`config.mk`:
```
export PLATFORM = sky130hd
export DESIGN_NAME = flit_test_cell
export DESIGN_NICKNAME = d
export VERILOG_FILES = /design/src/rtl/ftc_pkg.sv /design/src/rtl/ftc_fork.sv /design/src/rtl/ftc_srcsel.sv /design/src/rtl/ftc_stage.sv /design/src/rtl/flit_test_cell.sv
export SDC_FILE = /design/constraint.sdc
export NUM_CORES = 1
export LEC_CHECK = 0
export BUFFER_PORTS_ARGS = -buffer_cell sky130_fd_sc_hd__buf_2
export CORE_MARGIN = 4
export CORE_UTILIZATION = 35
export DETAILED_ROUTE_END_ITERATION = 12
export PLACE_DENSITY = 0.86
export RECOVER_POWER = 100
export SLEW_MARGIN = 20
export SYNTH_ARGS = -nofsm -noshare
export SYNTH_HDL_FRONTEND = slang
export SYNTH_HIERARCHICAL = 1
export SYNTH_SLANG_ARGS = --single-unit
```
`constraint.sdc`:
```
create_clock -name clk -period 1.3 [get_ports clk]
set_clock_uncertainty 0.15 [all_clocks]
set_input_delay 0 -clock clk [delete_from_list [all_inputs] [get_ports clk]]
set_output_delay 0 -clock clk [all_outputs]
set_load 0.02 [all_outputs]
```
`src/rtl/ftc_pkg.sv`:
```
package ftc_pkg;
   typedef enum logic [1:0] {
      SRC_NET  = 2'd0,
      SRC_TEST = 2'd1,
      SRC_BYP  = 2'd2,
      SRC_OFF  = 2'd3
   } src_e;

   typedef enum logic [1:0] {
      DST_FWD  = 2'd0,
      DST_OBS  = 2'd1,
      DST_BYP  = 2'd2,
      DST_OFF  = 2'd3
   } dst_e;

   localparam int unsigned VARIANT_IN  = 0;
   localparam int unsigned VARIANT_OUT = 1;
endpackage

```
`src/rtl/ftc_fork.sv`:
```
module ftc_fork
   import ftc_pkg::*;
#(
   parameter bit HAS_BYP = 1'b1
) (
   input  dst_e dst,
   input  logic in_valid,
   output logic in_ready,
   output logic fwd_valid,
   input  logic fwd_ready,
   output logic obs_valid,
   input  logic obs_ready,
   output logic byp_valid,
   input  logic byp_ready
);
   logic sel_fwd, sel_obs, sel_byp;

   assign sel_fwd = (dst == DST_FWD);
   assign sel_obs = (dst == DST_OBS);
   assign sel_byp = HAS_BYP && (dst == DST_BYP);

   // data goes to every branch; valid only to the chosen one
   assign fwd_valid = in_valid & sel_fwd;
   assign obs_valid = in_valid & sel_obs;
   assign byp_valid = in_valid & sel_byp;

   assign in_ready = (sel_fwd & fwd_ready) | (sel_obs & obs_ready) | (sel_byp & byp_ready);
endmodule

```
`src/rtl/ftc_srcsel.sv`:
```
module ftc_srcsel
   import ftc_pkg::*;
#(
   parameter int unsigned W       = 34,
   parameter bit          HAS_BYP = 1'b0
) (
   input  src_e           src,
   input  logic           net_valid,
   output logic           net_ready,
   input  logic [W-1:0]   net_data,
   input  logic           test_valid,
   output logic           test_ready,
   input  logic [W-1:0]   test_data,
   input  logic           byp_valid,
   output logic           byp_ready,
   input  logic [W-1:0]   byp_data,
   output logic           out_valid,
   input  logic           out_ready,
   output logic [W-1:0]   out_data
);
   always_comb begin
      out_valid  = 1'b0;
      out_data   = net_data;
      net_ready  = 1'b0;
      test_ready = 1'b0;
      byp_ready  = 1'b0;
      case (src)
         SRC_NET: begin
            out_valid = net_valid;
            net_ready = out_ready;
         end
         SRC_TEST: begin
            out_valid  = test_valid;
            out_data   = test_data;
            test_ready = out_ready;
         end
         SRC_BYP: begin
            if (HAS_BYP) begin
               out_valid = byp_valid;
               out_data  = byp_data;
               byp_ready = out_ready;
            end
         end
         default: ;
      endcase
   end
endmodule

```
`src/rtl/ftc_stage.sv`:
```
module ftc_stage #(
   parameter int unsigned W  = 34,
   parameter bit          EN = 1'b1
) (
   input  logic         clk,
   input  logic         rst_n,
   input  logic         in_valid,
   output logic         in_ready,
   input  logic [W-1:0] in_data,
   output logic         out_valid,
   input  logic         out_ready,
   output logic [W-1:0] out_data
);
   generate
      if (EN) begin : g_reg
         logic         v_q;
         logic [W-1:0] d_q;

         assign in_ready = !v_q || out_ready;

         always_ff @(posedge clk or negedge rst_n) begin
            if (!rst_n) begin
               v_q <= 1'b0;
               d_q <= '0;
            end else if (in_ready) begin
               v_q <= in_valid;
               d_q <= in_data;
            end
         end

         assign out_valid = v_q;
         assign out_data  = d_q;

         // a held flit stays put until taken
         p_hold_stable_r3: assert property (@(posedge clk) disable iff (!rst_n)
            (out_valid && !out_ready) |=> (out_valid && $stable(out_data)));
         // no new flit accepted while full and stalled
         p_no_accept_full_r3: assert property (@(posedge clk) disable iff (!rst_n)
            (out_valid && !out_ready) |-> !in_ready);
      end else begin : g_wire
         assign in_ready  = out_ready;
         assign out_valid = in_valid;
         assign out_data  = in_data;
      end
   endgenerate
endmodule

```
`src/rtl/flit_test_cell.sv`:
```
module flit_test_cell
   import ftc_pkg::*;
#(
   parameter int unsigned W         = 34,
   parameter int unsigned VARIANT   = VARIANT_IN,
   parameter bit          OUT_STAGE = 1'b1
) (
   input  logic         clk,
   input  logic         rst_n,
   input  logic [1:0]   src_sel,
   input  logic [1:0]   dst_sel,
   input  logic         noc_in_valid,
   output logic         noc_in_ready,
   input  logic [W-1:0] noc_in_data,
   output logic         noc_out_valid,
   input  logic         noc_out_ready,
   output logic [W-1:0] noc_out_data,
   input  logic         cell_in_valid,
   output logic         cell_in_ready,
   input  logic [W-1:0] cell_in_data,
   output logic         cell_out_valid,
   input  logic         cell_out_ready,
   output logic [W-1:0] cell_out_data,
   input  logic         byp_in_valid,
   output logic         byp_in_ready,
   input  logic [W-1:0] byp_in_data,
   output logic         byp_out_valid,
   input  logic         byp_out_ready,
   output logic [W-1:0] byp_out_data
);
   localparam bit FORK_BYP = (VARIANT == VARIANT_IN);
   localparam bit SRC_BYP_EN = (VARIANT == VARIANT_OUT);

   generate
      if (W < 1) begin : g_bad_w
         $error("flit_test_cell: W must be at least 1");
      end
      if (VARIANT > 1) begin : g_bad_var
         $error("flit_test_cell: VARIANT must be 0 or 1");
      end
   endgenerate

   src_e src;
   dst_e dst;
   assign src = src_e'(src_sel);
   assign dst = dst_e'(dst_sel);

   logic         net_fwd_valid, net_fwd_ready;
   logic         mux_valid, mux_ready;
   logic [W-1:0] mux_data;

   ftc_fork #(.HAS_BYP(FORK_BYP)) u_fork (
      .dst       (dst),
      .in_valid  (noc_in_valid),
      .in_ready  (noc_in_ready),
      .fwd_valid (net_fwd_valid),
      .fwd_ready (net_fwd_ready),
      .obs_valid (cell_out_valid),
      .obs_ready (cell_out_ready),
      .byp_valid (byp_out_valid),
      .byp_ready (byp_out_ready)
   );

   assign cell_out_data = noc_in_data;
   assign byp_out_data  = noc_in_data;

   ftc_srcsel #(.W(W), .HAS_BYP(SRC_BYP_EN)) u_src (
      .src        (src),
      .net_valid  (net_fwd_valid),
      .net_ready  (net_fwd_ready),
      .net_data   (noc_in_data),
      .test_valid (cell_in_valid),
      .test_ready (cell_in_ready),
      .test_data  (cell_in_data),
      .byp_valid  (byp_in_valid),
      .byp_ready  (byp_in_ready),
      .byp_data   (byp_in_data),
      .out_valid  (mux_valid),
      .out_ready  (mux_ready),
      .out_data   (mux_data)
   );

   ftc_stage #(.W(W), .EN(OUT_STAGE)) u_stage (
      .clk       (clk),
      .rst_n     (rst_n),
      .in_valid  (mux_valid),
      .in_ready  (mux_ready),
      .in_data   (mux_data),
      .out_valid (noc_out_valid),
      .out_ready (noc_out_ready),
      .out_data  (noc_out_data)
   );

   // plain network mode never shows a flit on the observation port
   p_normal_quiet_r1: assert property (@(posedge clk) disable iff (!rst_n)
      (src_sel == SRC_NET && dst_sel == DST_FWD) |-> !cell_out_valid);
   // an observation branch takes its ready from the observer alone
   p_obs_ready_r6: assert property (@(posedge clk) disable iff (!rst_n)
      (dst_sel == DST_OBS) |-> (noc_in_ready == cell_out_ready));
   // at most one destination branch is valid
   p_one_branch_r6: assert property (@(posedge clk) disable iff (!rst_n)
      $onehot0({cell_out_valid, byp_out_valid}));
   // an unselected test source is never acknowledged
   p_test_blocked_r7: assert property (@(posedge clk) disable iff (!rst_n)
      (src_sel != SRC_TEST) |-> !cell_in_ready);
   // forward destination with a foreign source stalls the network flit
   p_conflict_stall_r8: assert property (@(posedge clk) disable iff (!rst_n)
      (dst_sel == DST_FWD && src_sel != SRC_NET) |-> !noc_in_ready);

   generate
      if (VARIANT == VARIANT_IN) begin : g_chk_in
         // input variant has no bypass input
         p_no_byp_in_r10: assert property (@(posedge clk) disable iff (!rst_n)
            !byp_in_ready);
      end else begin : g_chk_out
         // output variant has no bypass output
         p_no_byp_out_r10: assert property (@(posedge clk) disable iff (!rst_n)
            !byp_out_valid);
      end
   endgenerate
endmodule

```
==> Word-level counts from Yosys, hierarchy flattened <==
Index checks and enable logic that the tools add are counted.
{ "totals": {"romBits": 0, "mem_count": 0, "register_bits": 35, "elab_cells": 21, "mem_bits_rw": 0, "output_inout_bits": 108, "latch_bits": 0} }
{ "op_classes": {"n_eq_ne": 3, "shift": 0, "div_mod_pow": 0, "n_mul": 0, "addsub": 0, "n_bitwise": 8, "reduce_logical": 4, "magnitude_cmp": 0, "n_mux": 4} }
{ "ops": {"columns": ["op", "count"], "rows": [
  ["34-bit two-way mux", 1],
  ["1-bit AND", 6],
  ["2-bit by 1-bit equality test with 1-bit output, second input constant", 2],
  ["2-bit zero test", 2],
  ["2-bit equality test, second input constant", 1],
  ["1-bit two-way mux", 2],
  ["1-bit bitwise OR", 2],
  ["1-bit case mux with 2 select lines", 1],
  ["1-bit zero test", 1],
  ["1-bit logical OR", 1]
]} }

==> Longest topological paths before layout <==
Gate-level depths: netlist of the first run.
{ "depth": {"ltp_word": 6, "ltp_mapped": 6} }

==> By module <==
Netlist of the first run, hierarchy kept.
{ "modules_own_cells": {"columns": ["module", "seq_area_each_um2", "area_each_um2", "instances", "cells_per_inst"], "rows": [
  ["ftc_stage", 875.8, 1455.1, 1, 75],
  ["ftc_srcsel", 0.0, 615.6, 1, 45],
  ["flit_test_cell", 0.0, 510.5, 1, 68],
  ["ftc_fork", 0.0, 50.0, 1, 6]
]} }

==> Worst setup path after synthesis of the first run <==
No wires, ideal clock.
{ "synth_path": {"path_type": "register to output", "startpoint": "register u_stage.g_reg.v_q, in the netlist u_stage/out_valid", "endpoint": "output port noc_in_ready", "arrival_time_ns": 1.431, "setup_slack_ns": -0.281, "n_path_buf": 2, "path_stages_with_launch": 7, "cell_sequence": "dfrtp_1 > nand2b_4 > buf_6 > buf_12 > nor3b_1 > mux2i_1 > o21ai_1"} }
{ "synth_between": {"elab_chain_len": 6} }
{ "synth_lines": {"columns": ["item", "line", "source"], "rows": [
  ["start, declared", "ftc_stage.sv:16", "logic v_q;"],
  ["start signal, assigned", "ftc_stage.sv:26", "v_q <= in_valid;"],
  ["1-bit zero test", "ftc_stage.sv:19", "assign in_ready = !v_q || out_ready;"],
  ["1-bit logical OR", "ftc_stage.sv:19", null],
  ["net mux_ready", "flit_test_cell.sv:49", "logic mux_valid, mux_ready;"],
  ["1-bit two-way mux", "ftc_srcsel.sv:27", "case (src)"],
  ["net net_fwd_ready", "flit_test_cell.sv:48", "logic net_fwd_valid, net_fwd_ready;"],
  ["1-bit AND", "ftc_fork.sv:27", "assign in_ready = (sel_fwd & fwd_ready) | (sel_obs & obs_ready) | (sel_byp & byp_ready);"],
  ["1-bit bitwise OR (2 in a row)", "ftc_fork.sv:27", null],
  ["end, declared", "flit_test_cell.sv:13", "output logic noc_in_ready,"]
]} }
The timed path passes the listed nets, and every way through them passes these cells.

==> Worst setup path in the final report of the first run <==
{ "layout_path": {"startpoint": "register u_stage.g_reg.v_q, in the netlist u_stage/out_valid", "endpoint": "register u_stage.g_reg.d_q[18], in the netlist u_stage/out_data[18]"} }
{ "layout_between": {"elab_chain_len": 2} }
{ "layout_lines": {"columns": ["item", "line", "source"], "rows": [
  ["1-bit zero test", "ftc_stage.sv:19", null],
  ["1-bit logical OR", "ftc_stage.sv:19", null],
  ["net mux_ready", "flit_test_cell.sv:49", null],
  ["end signal, assigned", "ftc_stage.sv:27", "d_q <= in_data;"],
  ["end, declared", "ftc_stage.sv:17", "logic [W-1:0] d_q;"]
]} }
The timed path passes the listed nets, and every way through them passes these cells.
A chain may end at the register's enable or synchronous reset.

==> run_results.csv, run 1 <==
group,metric,value,unit
pwr,pwr-share-comb,0.397,
yosys,yosysWarnings,6,
place,post-place-cells,407,
routing,wl,7.88,mm
routing,wl_per_cell,15.9,µm
clock_tree,cts-root-buf,"clkbuf_8",
critical_path,cp_top_family,"buffers and inverters",
timing,fin_crit_sh,1.16,
grt,grt_pass1_wl,11.5,mm
timing,fin_crit,1.51,ns
yosys,synth_top_area_frac,0.333,
clock_tree,cts_inserted_buffers,5,
routing,dr.pass1.iters,4,
critical_path,path_cells,"nand2b_4 > buf_4 > clkbuf_4 > buf_12 > mux2_4",
die,ios,222,
critical_path,cp_data_arrival_time,1.52,ns
routing,post_drt_via_cell_ratio,4.32,
layout,synthToLayoutAreaGrowth,50.0,%
pwr,netSwitchingFraction,0.328,
clock_tree,clkSinkCount,35,
hold_path,hold_depth,4,
pwr,power_density,879,mW/mm²
yosys,yosys.area.top_type,"dfrtp_1",
die,start_util,0.361,
yosys,ys_types,17,
layout,antenna_cells,0,
grt,grt_start_max_net_pins,20,
timing,fmax,663,MHz
yosys,synthCells,194,
timing,rsz0062_at_grt,"yes",
grt,overflow,0,
die,rows,31,
die,die_h,94.7,µm
routing,dr_total_vias,2142,
routing,antenna_left,0,
clock_tree,clk_latency,0.28,ns
place,dpl_cell_area,0.00314,mm²
layout,final_cells,496,
layout,nFillCells,668,
yosys,synth_edf_count,0,
place,numPortBuffers,185,
critical_path,cp.required,1.31,ns
hold_path,hp-class,"primary input to flip-flop",
status,violations,"negative setup slack",
layout,multi_input_area,0.00111,mm²
grt,antenna_found_initial,0,
routing,drc_errors,0,
pwr,power_switching,1.14,mW
layout,finish.utilization,0.541,
grt,grt_pass1_vias,2337,
clock_tree,holdBufCountCts,71,
yosys,netlist_top_cells_count,"buf_4 (69), mux2_4 (57), dfrtp_1 (35)",
critical_path,slowest_stage,"dfrtp_2",
clock_tree,path_clk_slew,0.08,ns
yosys,synth_seq_cells,35,
yosys,post-synth-top-count-cell,"buf_4",
critical_path,criticalPathCategory,"flip-flop to flip-flop",
layout,drive_gt1_frac,0.453,
yosys,ys_seq_area_frac,0.333,
die,die-width,94.7,µm
timing,hold_viol,0,
clock_tree,cts_tree,"yes",
pwr,ir_worst_vdd,0.000497,V
layout,final_area,0.00395,mm²
place,routabilityCongestion,0.763,
yosys,synth_area_leaders,"dfrtp_1 (33%), mux2_4 (33%), buf_4 (20%), mux2_2 (4.7%), buf_12 (4.6%)",
place,dp_hpwl,4.84,mm
critical_path,endpoint_kind,"flip-flop",
critical_path,crit_cells,5,
yosys,synthArstFlopShare,1.00,
timing,setup_violations,36,
yosys,synth.cell_area,0.00263,mm²
status,status,"finished with violations",
yosys,syn-num-nets,308,
pwr,pwr-share-clk,0.233,
critical_path,timing.critical_path.buf_inv,3,
routing,drt_iter0_drc,31,
flow_run,drv_cap,0,
pwr,seq_power_share,0.369,
yosys,syn_avg_cell_area,13.6,µm²
grt,grt_use_total,0.166,
layout,regArea,877,µm²
pwr,p_leak,1.91,nW
pwr,internal-power,2.33,mW
layout,fin_nets,510,
timing,worst_slack,-0.209,ns
critical_path,cp_slowest_stage_delay,0.43,ns
die,dieArea,0.00897,mm²
yosys,ys.flop_type,"dfrtp_1",
clock_tree,htreeDepth,2,
critical_path,critPathMaxFanout,7,
critical_path,critPathLaunchType,"flip-flop",
die,coreArea,0.00729,mm²
clock_tree,clock_path_buffers,2,
critical_path,ff2ff_path_depth,5,
timing,drv_slew,0,
[worst register-to-register path, stage by stage, from the launching register on]
cell	delay (ns)
dfrtp_2	0.43
nand2b_4	0.08
buf_4	0.09
clkbuf_4	0.19
buf_12	0.15
mux2_4	0.30
[logic make-up after synthesis]
| kind of cell | after synthesis | share of synthesized area |
|---|---|---|
| compound gates | 1 | 0.00190 |
| buf+inv | 77 | 0.251 |
| other cells | 1 | 0.00143 |
| simple gates | 10 | 0.0328 |
| flops | 35 | 0.333 |
| mux | 70 | 0.380 |
[cells in the final DEF (no fill, tap or decap), types with 2 or more instances in the layout]
cell           netlist  final
mux2i_1              2      2
and3b_2              2      2
buf_2                0     79
buf_4               69      5
clkbuf_1             0    105
mux2_2              11     10
buf_12               6      5
buf_6                2      4
mux2_4              57     58
dlygate4sd3_1        0     71
clkbuf_8             0      6
dfrtp_1             35     34
[per-stage QoR]
stage | hold WS [ns] | setup WS (ns) | setup TNS [ns] | total power [mW]
after floorplan | -0.446 | -0.141 | -2.11 | 2.20
after detailed placement | -0.166 | -0.129 | -2.98 | 2.50
after CTS | -0.0258 | -0.180 | -4.09 | 3.57
final | 0.00597 | -0.209 | -5.24 | 3.47
after global routing | -0.000766 | -0.273 | -7.11 | 3.64
after global placement | -0.175 | -0.0884 | -1.97 | 2.47
[cell type report]
type	instances	area share
Multi-Input combinational cell	82	0.281
Clock inverter	1	0.00127
Tap cell	99	0.0314
Timing Repair Buffer	272	0.442
Sequential cell	35	0.222
Clock buffer	7	0.0219
[power by group through the flow]
stage	Combinational (mW)	Clock [mW]	Sequential, mW
global placement	1.18	0	1.29
finish	1.38	0.809	1.28
detailed placement	1.20	0	1.29
CTS	1.42	0.872	1.28
floorplan	0.760	0	1.45
global route	1.45	0.889	1.30
[what timing repair did]
| item | in CTS | in global routing |
|---|---|---|
| gates cloned | 1 | 1 |
| setup endpoints to repair | 32 | 36 |
| setup buffers | 6 | 3 |
| pin swaps | 1 | 0 |
| hold endpoints to repair | 70 | 1 |
| gates resized for setup | 7 | 4 |
[worst paths after layout]
path,from,to,slack [ns]
hold reg to reg,u_stage/out_data[21],u_stage/out_data[21],0.36
max in group asynchronous,rst_n,u_stage/out_valid,0.15
min in group asynchronous,rst_n,u_stage/out_data[17],0.05
setup reg to reg,u_stage/out_valid,u_stage/out_data[18],-0.21
hold / removal,src_sel[1],u_stage/out_valid,0.006
setup / recovery,u_stage/out_valid,u_stage/out_data[18],-0.21
[state kept, by name, summed over array words and instances (netlist names)]
register / count
u_stage/out_data: 34
u_stage/out_valid: 1
[layer usage]
| metal | part of all wire | GRT usage |
|---|---|---|
| met1 | 0.33 | 0.158 |
| met2 | 0.58 | 0.336 |
| met3 | 0.061 | 0.0311 |
| met4 | 0.023 | 0.0709 |
| met5 | 0 | 0 |
Power figures use the tool's default switching activity.
==> inputs of run 2 (changes only) <==
- CTS_BUF_LIST: not set -> sky130_fd_sc_hd__clkbuf_8
==> run 2 against run 1 <==
  * The run still ends with negative setup slack left
  * Fmax hardly changed
  * Sequential cell count unchanged
  * Sequential share of layout area is the same
  * Worst hold slack worse by 0.00088 ns
  * Critical path depth stayed put
  * Sequential power about the same
  * Clock-buffer cell count is 1 lower
  * Cell count is the same
  * Total power shrank 0.19%
  * First-iteration DRC count is the same
  * Non-clock buffer count is the same
==> run_results.csv, run 2 (synthesis gave the netlist of run 1 again) <==
group,metric,value,unit
grt,grt_use_total,0.166,
die,die_h,94.7,µm
clock_tree,path_clk_slew,0.08,ns
layout,antenna_cells,0,
timing,setup_tns,-5.27,ns
hold_path,hp-class,"primary input to flip-flop",
die,coreArea,0.00729,mm²
grt,antenna_found_initial,0,
pwr,power_density,877,mW/mm²
routing,drt_iter0_drc,31,
place,place_ws,-0.129,ns
grt,grt_start_max_net_pins,20,
timing,hold_viol,0,
routing,wl_per_cell,15.9,µm
clock_tree,clock_path_buffers,2,
die,die-width,94.7,µm
routing,dr_total_vias,2141,
clock_tree,clk_latency,0.28,ns
timing,rsz0062_at_grt,"yes",
routing,antenna_left,0,
timing,fin_crit,1.51,ns
critical_path,critPathMaxFanout,7,
routing,wl,7.88,mm
layout,synthToLayoutAreaGrowth,50.0,%
place,dpl_cell_area,0.00314,mm²
timing,worst_slack,-0.209,ns
die,ios,222,
critical_path,cp.required,1.31,ns
hold_path,hp-start,"src_sel[1]",
critical_path,cp_data_arrival_time,1.52,ns
clock_tree,cts_inserted_buffers,5,
layout,fin_nets,510,
status,violations,"negative setup slack",
pwr,p_leak,1.91,nW
clock_tree,htreeDepth,2,
layout,final_area,0.00395,mm²
layout,finish.utilization,0.541,
die,start_util,0.361,
place,post-place-cells,407,
die,rows,31,
pwr,ir_worst_vdd,0.000497,V
clock_tree,cts_tree,"yes",
timing,fmax,662,MHz
grt,overflow,0,
die,dieArea,0.00897,mm²
routing,post_drt_via_cell_ratio,4.32,
clock_tree,holdBufCountCts,71,
flow_run,drv_cap,0,
grt,grt_pass1_wl,11.5,mm
layout,mostFrequentLayoutCells,"clkbuf_1 (104), buf_2 (79), dlygate4sd3_1 (71)",
place,dp_hpwl,4.84,mm
clock_tree,cts-root-buf,"clkbuf_8",
layout,largest_reg_flops,34,
routing,drc_errors,0,
timing,drv_slew,0,
layout,drive_gt1_frac,0.453,
critical_path,critPathLaunchType,"flip-flop",
layout,nFillCells,668,
status,status,"finished with violations",
critical_path,critPathLaunch,"u_stage/out_valid",
critical_path,endpoint_kind,"flip-flop",
critical_path,criticalPathCategory,"flip-flop to flip-flop",
routing,dr.pass1.iters,4,
place,routabilityCongestion,0.763,
critical_path,worstReg2RegStart,"u_stage/out_valid",
grt,grt_pass1_vias,2337,
place,numPortBuffers,185,
clock_tree,clkSinkCount,35,
timing,fin_crit_sh,1.16,
timing,setup_violations,36,
layout,layout_commonest_cell,"clkbuf_1",
layout,final_cells,496,
run 2: worst paths after layout:
kind	cells after the start	end	slack (ns)
setup reg to reg	5	u_stage/out_data[18]	-0.21
min in group asynchronous	2	u_stage/out_data[17]	0.05
max in group asynchronous	3	u_stage/out_valid	0.15
hold / removal	4	u_stage/out_valid	0.005
hold reg to reg	1	u_stage/out_data[21]	0.36
setup / recovery	5	u_stage/out_data[18]	-0.21
run 2: timing repair:
item | in CTS | in global routing
buffers inserted | 6 | 3
pin swaps | 1 | 0
resized for setup | 7 | 4
hold endpoints to repair | 70 | 1
cloned | 1 | 1
setup endpoints to repair | 32 | 36
run 2: worst max-delay path: stages, from the launching register on:
cell and delay [ns]:
dfrtp_2 0.43, nand2b_4 0.08, buf_4 0.09, clkbuf_4 0.19, buf_12 0.15, mux2_4 0.29
run 2: routing by layer:
layer,GRT usage,vias up,routed length (µm)
met5,0,-,0
met4,0.0709,0,182
met3,0.0311,16,484
met2,0.336,109,4590
met1,0.158,1023,2630
li1,-,993,-
run 2: report_power, final:
group          internal, mW  switching (mW)  total (mW)
clock                 0.420           0.383       0.802
combinational         0.693           0.684        1.38
sequential             1.21          0.0707        1.28
run 2: metrics by stage:
stage          power (mW)  hold slack, ns
2_1_floorplan        2.20          -0.446
3_3_place_gp         2.47          -0.175
3_5_place_dp         2.50          -0.166
4_1_cts              3.56         -0.0262
5_1_grt              3.63        -0.00129
6_report             3.46         0.00509
run 2: layout make-up:
type                            instances  area (µm²)  share of cell area
Tap cell                               99         124              0.0314
Clock inverter                          2        8.76             0.00222
Timing Repair Buffer                  272        1740               0.442
Sequential cell                        35         877               0.222
Clock buffer                            6        82.6              0.0209
Multi-Input combinational cell         82        1110               0.281
